## src/rtl/vecissue_pkg.sv

```systemverilog
package vecissue_pkg;

  typedef enum logic [2:0] {
    ACT_NONE   = 3'd0,
    ACT_HOLD   = 3'd1,
    ACT_FLTDIS = 3'd2,
    ACT_FLTMM  = 3'd3,
    ACT_FULL   = 3'd4,
    ACT_PUSH   = 3'd5
  } issue_act_e;

  typedef enum logic {
    WAIT_MEM = 1'b0,
    WAIT_MFV = 1'b1
  } wait_kind_e;

endpackage

```

## src/rtl/vecissue_arbiter.sv

```systemverilog
module vecissue_arbiter
  import vecissue_pkg::*;
(
  input  logic       valid,
  input  logic       blocked,
  input  logic       ven,
  input  logic       pmf,
  input  logic       async_en,
  input  logic       full,
  output issue_act_e act
);

  // Fixed priority: outstanding wait, enable, pending fault, queue space.
  always_comb begin
    if (!valid)                act = ACT_NONE;
    else if (blocked)          act = ACT_HOLD;
    else if (!ven)             act = ACT_FLTDIS;
    else if (async_en && pmf)  act = ACT_FLTMM;
    else if (full)             act = ACT_FULL;
    else                       act = ACT_PUSH;
  end

endmodule

```

## src/rtl/vecissue_waiter.sv

```systemverilog
module vecissue_waiter
  import vecissue_pkg::*;
#(
  parameter wait_kind_e KIND = WAIT_MEM
) (
  input  logic clk,
  input  logic rst_n,
  input  logic start,
  input  logic done,
  output logic busy
);

  logic busy_q;

  // A completion only counts while a wait is open.
  always_ff @(posedge clk or negedge rst_n) begin
    if (!rst_n)              busy_q <= 1'b0;
    else if (busy_q && done) busy_q <= 1'b0;
    else if (start)          busy_q <= 1'b1;
  end

  assign busy = busy_q;

  // KIND records the purpose of the instance only.
  wait_kind_e kind_tag;
  assign kind_tag = KIND;

endmodule

```

## src/rtl/vec_issue_ctl.sv

```systemverilog
module vec_issue_ctl
  import vecissue_pkg::*;
(
  input  logic clk,
  input  logic rst_n,
  input  logic async_mode,
  input  logic dec_valid,
  output logic dec_ready,
  input  logic dec_is_mem,
  input  logic dec_is_mfv,
  input  logic st_ven,
  input  logic st_pmf,
  input  logic st_mf,
  input  logic q_full,
  output logic q_push,
  input  logic res_valid,
  input  logic mem_done,
  output logic flt_disabled,
  output logic flt_memmgt,
  output logic clr_pmf,
  output logic clr_mf,
  output logic retry_req,
  output logic scalar_stall
);

  issue_act_e act;
  logic       mem_busy;
  logic       mfv_busy;
  logic       pushed;

  vecissue_arbiter u_arb (
    .valid    (dec_valid),
    .blocked  (mem_busy | mfv_busy),
    .ven      (st_ven),
    .pmf      (st_pmf),
    .async_en (async_mode),
    .full     (q_full),
    .act      (act)
  );

  assign pushed = (act == ACT_PUSH);

  vecissue_waiter #(.KIND(WAIT_MEM)) u_memwait (
    .clk   (clk),
    .rst_n (rst_n),
    .start (pushed & dec_is_mem & ~async_mode),
    .done  (mem_done),
    .busy  (mem_busy)
  );

  vecissue_waiter #(.KIND(WAIT_MFV)) u_mfvwait (
    .clk   (clk),
    .rst_n (rst_n),
    .start (pushed & dec_is_mfv),
    .done  (res_valid),
    .busy  (mfv_busy)
  );

  always_comb begin
    q_push       = pushed;
    flt_disabled = (act == ACT_FLTDIS);
    flt_memmgt   = (act == ACT_FLTMM);
    clr_pmf      = (act == ACT_FLTMM);
    clr_mf       = pushed & st_mf;
    retry_req    = pushed & st_mf;
    dec_ready    = pushed | (act == ACT_FLTDIS) | (act == ACT_FLTMM);
    scalar_stall = mfv_busy | (dec_valid & ~dec_ready);
  end

endmodule

```

## config.mk

```make
export PLATFORM = sky130hd
export DESIGN_NAME = vec_issue_ctl
export DESIGN_NICKNAME = d
export VERILOG_FILES = /design/src/rtl/vecissue_pkg.sv /design/src/rtl/vecissue_arbiter.sv /design/src/rtl/vecissue_waiter.sv /design/src/rtl/vec_issue_ctl.sv
export SDC_FILE = /design/constraint.sdc
export NUM_CORES = 1
export LEC_CHECK = 0
export ABC_AREA = 1
export BUFFER_PORTS_ARGS = -buffer_cell sky130_fd_sc_hd__clkbuf_2
export CORE_AREA = 5 5 42 44
export DETAILED_ROUTE_END_ITERATION = 8
export DIE_AREA = 0 0 47 49
export PLACE_DENSITY = 0.53
export SLEW_MARGIN = 20
export SYNTH_ARGS = -nofsm -noshare
export SYNTH_HDL_FRONTEND = slang
export SYNTH_SLANG_ARGS = --single-unit
```

## constraint.sdc

```tcl
create_clock -name clk -period 2.5 [get_ports clk]
set_input_delay 0.25 -clock clk [delete_from_list [all_inputs] [get_ports clk]]
set_output_delay 0.25 -clock clk [all_outputs]
set_load 0.03 [all_outputs]
```

==> flow_summary_export.csv <==
group,metric,value,unit
floorplan,num_rows,14,
grt,grt_pass1_wl,966,um
placement,dp.cells,64,
synthesis,synthTopCellsByArea,"dfrtp_1 (23%), nand2_1 (22%), nor2_4 (10%)",
cts,cts_buffers,3,
critical_path,arrival,1.29,ns
floorplan,dieWidth,47,um
power,power.total,161.9,uW
synthesis,syn_inst,31,
route,dr_wl_met3,94,um
floorplan,core-area,1401,um^2
synthesis,synth_ff_type,"dfrtp_1",
sta,final.period_utilization,61.57,%
route,wl_met1,203,um
critical_path,reg2reg_depth,5,
synthesis,ys_seq_area_share,22.73,%
synthesis,syn-cell-area,220.2,um^2
route,dr_wl_met2,285,um
grt,overflow,0,
outcome,outcome,"finished, final reports clean",
route,first_pass_iters,1,
critical_path,path_max_fanout,4,
critical_path,ff2ff_setup_slack,1.56,ns
synthesis,ys_ff_latch,2,
synthesis,synthArstFlopShare,100.0,%
floorplan,die_h,49,um
power,pwr_density_cell,458.7,nW/um^2
final_layout,drive_gt1_share,53.85,%
route,wl_per_cell,8.574,um
sta,finalSetupTns,0,ns
final_layout,antenna_cells,0,
synthesis,netlist.area_leader.share,22.73,%
sta,maxSlewViolCount,0,
synthesis,yosysUniqueCellTypes,13,
critical_path,end_kind,"output pin",
synthesis,synth.largest_area_cell,"dfrtp_1",
synthesis,yosysWarningCount,0,
grt,grt_pass1_vias,265,
route,num_vias,257,
floorplan,initial_core_util,15.71,%
critical_path,cp-endpoint,"clr_mf",
worst_hold_path,min_path_type,"in -> reg",
final_layout,fillers,171,
grt,antenna_found_initial,0,
sta,hold_ws,0.2270,ns
critical_path,start_kind,"flip-flop",
grt,grt_max_degree,5,
cts,htreeDepth,1,
placement,place_congestion,0.6967,
route,antenna_left,0,
critical_path,criticalPathCategory,"reg -> out",
floorplan,io_pins,20,
cts,clk_latency,0.22,ns
cts,clockBufferDepth,2,
synthesis,synth_common_cells,"nand2_1 (13), inv_1 (3)",
cts,cts_resized,0,
cts,clk_pin_slew,0.03,ns
route,wl,583,um
floorplan,die-area,2303,um^2
placement,dp_hpwl,520.7,um
placement,io_buffer_count,19,
sta,max_freq,649.7,MHz
final_layout,fin_cells,68,
power,ir_worst_vdd,0.1278,mV
route,drt_iter0_drc,0,
power,p_leak,0.2125,nW
final_layout,fin_nets,66,
cts,root_buffer,"clkbuf_4",
sta,setup_viol,0,
sta,hold_violations,0,
critical_path,crit_start,"u_memwait.busy",
synthesis,syn_nets,43,
flow_run,cap_violations,0,
critical_path,worstPathRequired,2.25,ns
route,vias_per_cell,3.779,
cts,cts.sinks,2,
cts,cts_tree,"yes",
critical_path,reg2reg_to,"u_memwait.busy",
sta,maxSlewHeadroom,87.52,%
sta,period_minus_slack,1.539,ns
synthesis,synth_area_per_cell,7.104,um^2
synthesis,synth.most_common_cell,"nand2_1",
sta,skew,0.002373,ns
grt,grtUsageTotal,5.920,%
synthesis,synth_edf_count,0,
final_layout,syn_to_final_growth,60.23,%
sta,rsz0062_at_grt,"false",
route,top_layer,"met3",
route,drc,0,
sta,worst_slew_pin_slew,0.1871,ns
critical_path,r2r_start,"u_memwait.busy",
critical path, cell delays in order (launching register included):
cell and delay, ns:
dfrtp_1 0.42, nor2_4 0.13, nand3_4 0.10, nor3b_2 0.18
clkbuf_2 0.23
layer usage:
metal,up-vias,GRT usage (%)
met5,-,0
met4,0,5.530
met3,0,2.214
met2,13,8.597
met1,106,6.167
li1,138,-
logic make-up (layout without fill, tap and decap cells):
logic type | after synthesis | count (layout) | share of synthesized area (%)
buffers and inverters | 5 | 26 | 11.93
and+or+nand+nor | 23 | 23 | 63.07
DFF | 2 | 2 | 22.73
AOI/OAI and AO/OA | 1 | 1 | 2.271
registers in the layout, indices dropped and copies added, names as in the netlist:
register,count
u_memwait.busy,1
u_mfvwait.busy,1
area by class of cell:
class,count,area (um^2),area share (%)
clock buffers,3,22.52,6.383
well taps,16,20.02,5.674
inverters,3,11.26,3.191
repair buffers,20,105.1,29.79
flip-flops and latches,2,50.05,14.18
multi-input cells,24,143.9,40.78
per-stage QoR:
stage / util [%] / instance area, um^2 / setup slack (ns)
global route: 25.18 / 352.8 / 0.8039
CTS: 25.18 / 352.8 / 0.9370
floorplan: - / 220.2 / 0.8852
global placement: 22.86 / 320.3 / 1.172
finish: 25.18 / 352.8 / 0.9608
detailed placement: 22.86 / 320.3 / 1.179
worst min path at each step:
stage                from              to  slack [ns]  cells past startpoint
4_1_cts        dec_is_mfv  u_mfvwait.busy        0.22                      3
3_5_place_dp        rst_n  u_mfvwait.busy        0.04                      1
6_report       dec_is_mfv  u_mfvwait.busy        0.23                      3
5_1_grt        dec_is_mfv  u_mfvwait.busy        0.25                      3
3_3_place_gp        rst_n  u_mfvwait.busy        0.04                      1
2_1_floorplan       rst_n  u_memwait.busy       -0.05                      0
timing repair:
item,CTS,global route
setup endpoints to repair,0,0
hold buffers,1,0
endpoints found under the hold margin,2,0
setup buffers,0,0
cells in the final DEF (no fill, tap or decap):
cell type	netlist	final
clkbuf_2	0	19
nand2_1	13	13
inv_1	3	3
clkbuf_4	0	3
nor2_4	2	2
nor2_1	2	2
dfrtp_1	2	2
nand2_4	1	1
nand3_4	1	1
nor3b_2	1	1
a21oi_1	1	1
nand3_1	1	1
or2_2	1	1
nor3b_1	1	1
dlygate4sd3_1	0	1
where the power goes:
part	internal (mW)	leakage (nW)	total [mW]	switching [mW]
Clock	0.0529	0.0138	0.0702	0.0173
Sequential	0.0339	0.0275	0.0355	0.00155
Combinational	0.0205	0.171	0.0562	0.0357
Total	0.107	0.212	0.162	0.0545
(Power assumes the default switching activity.)
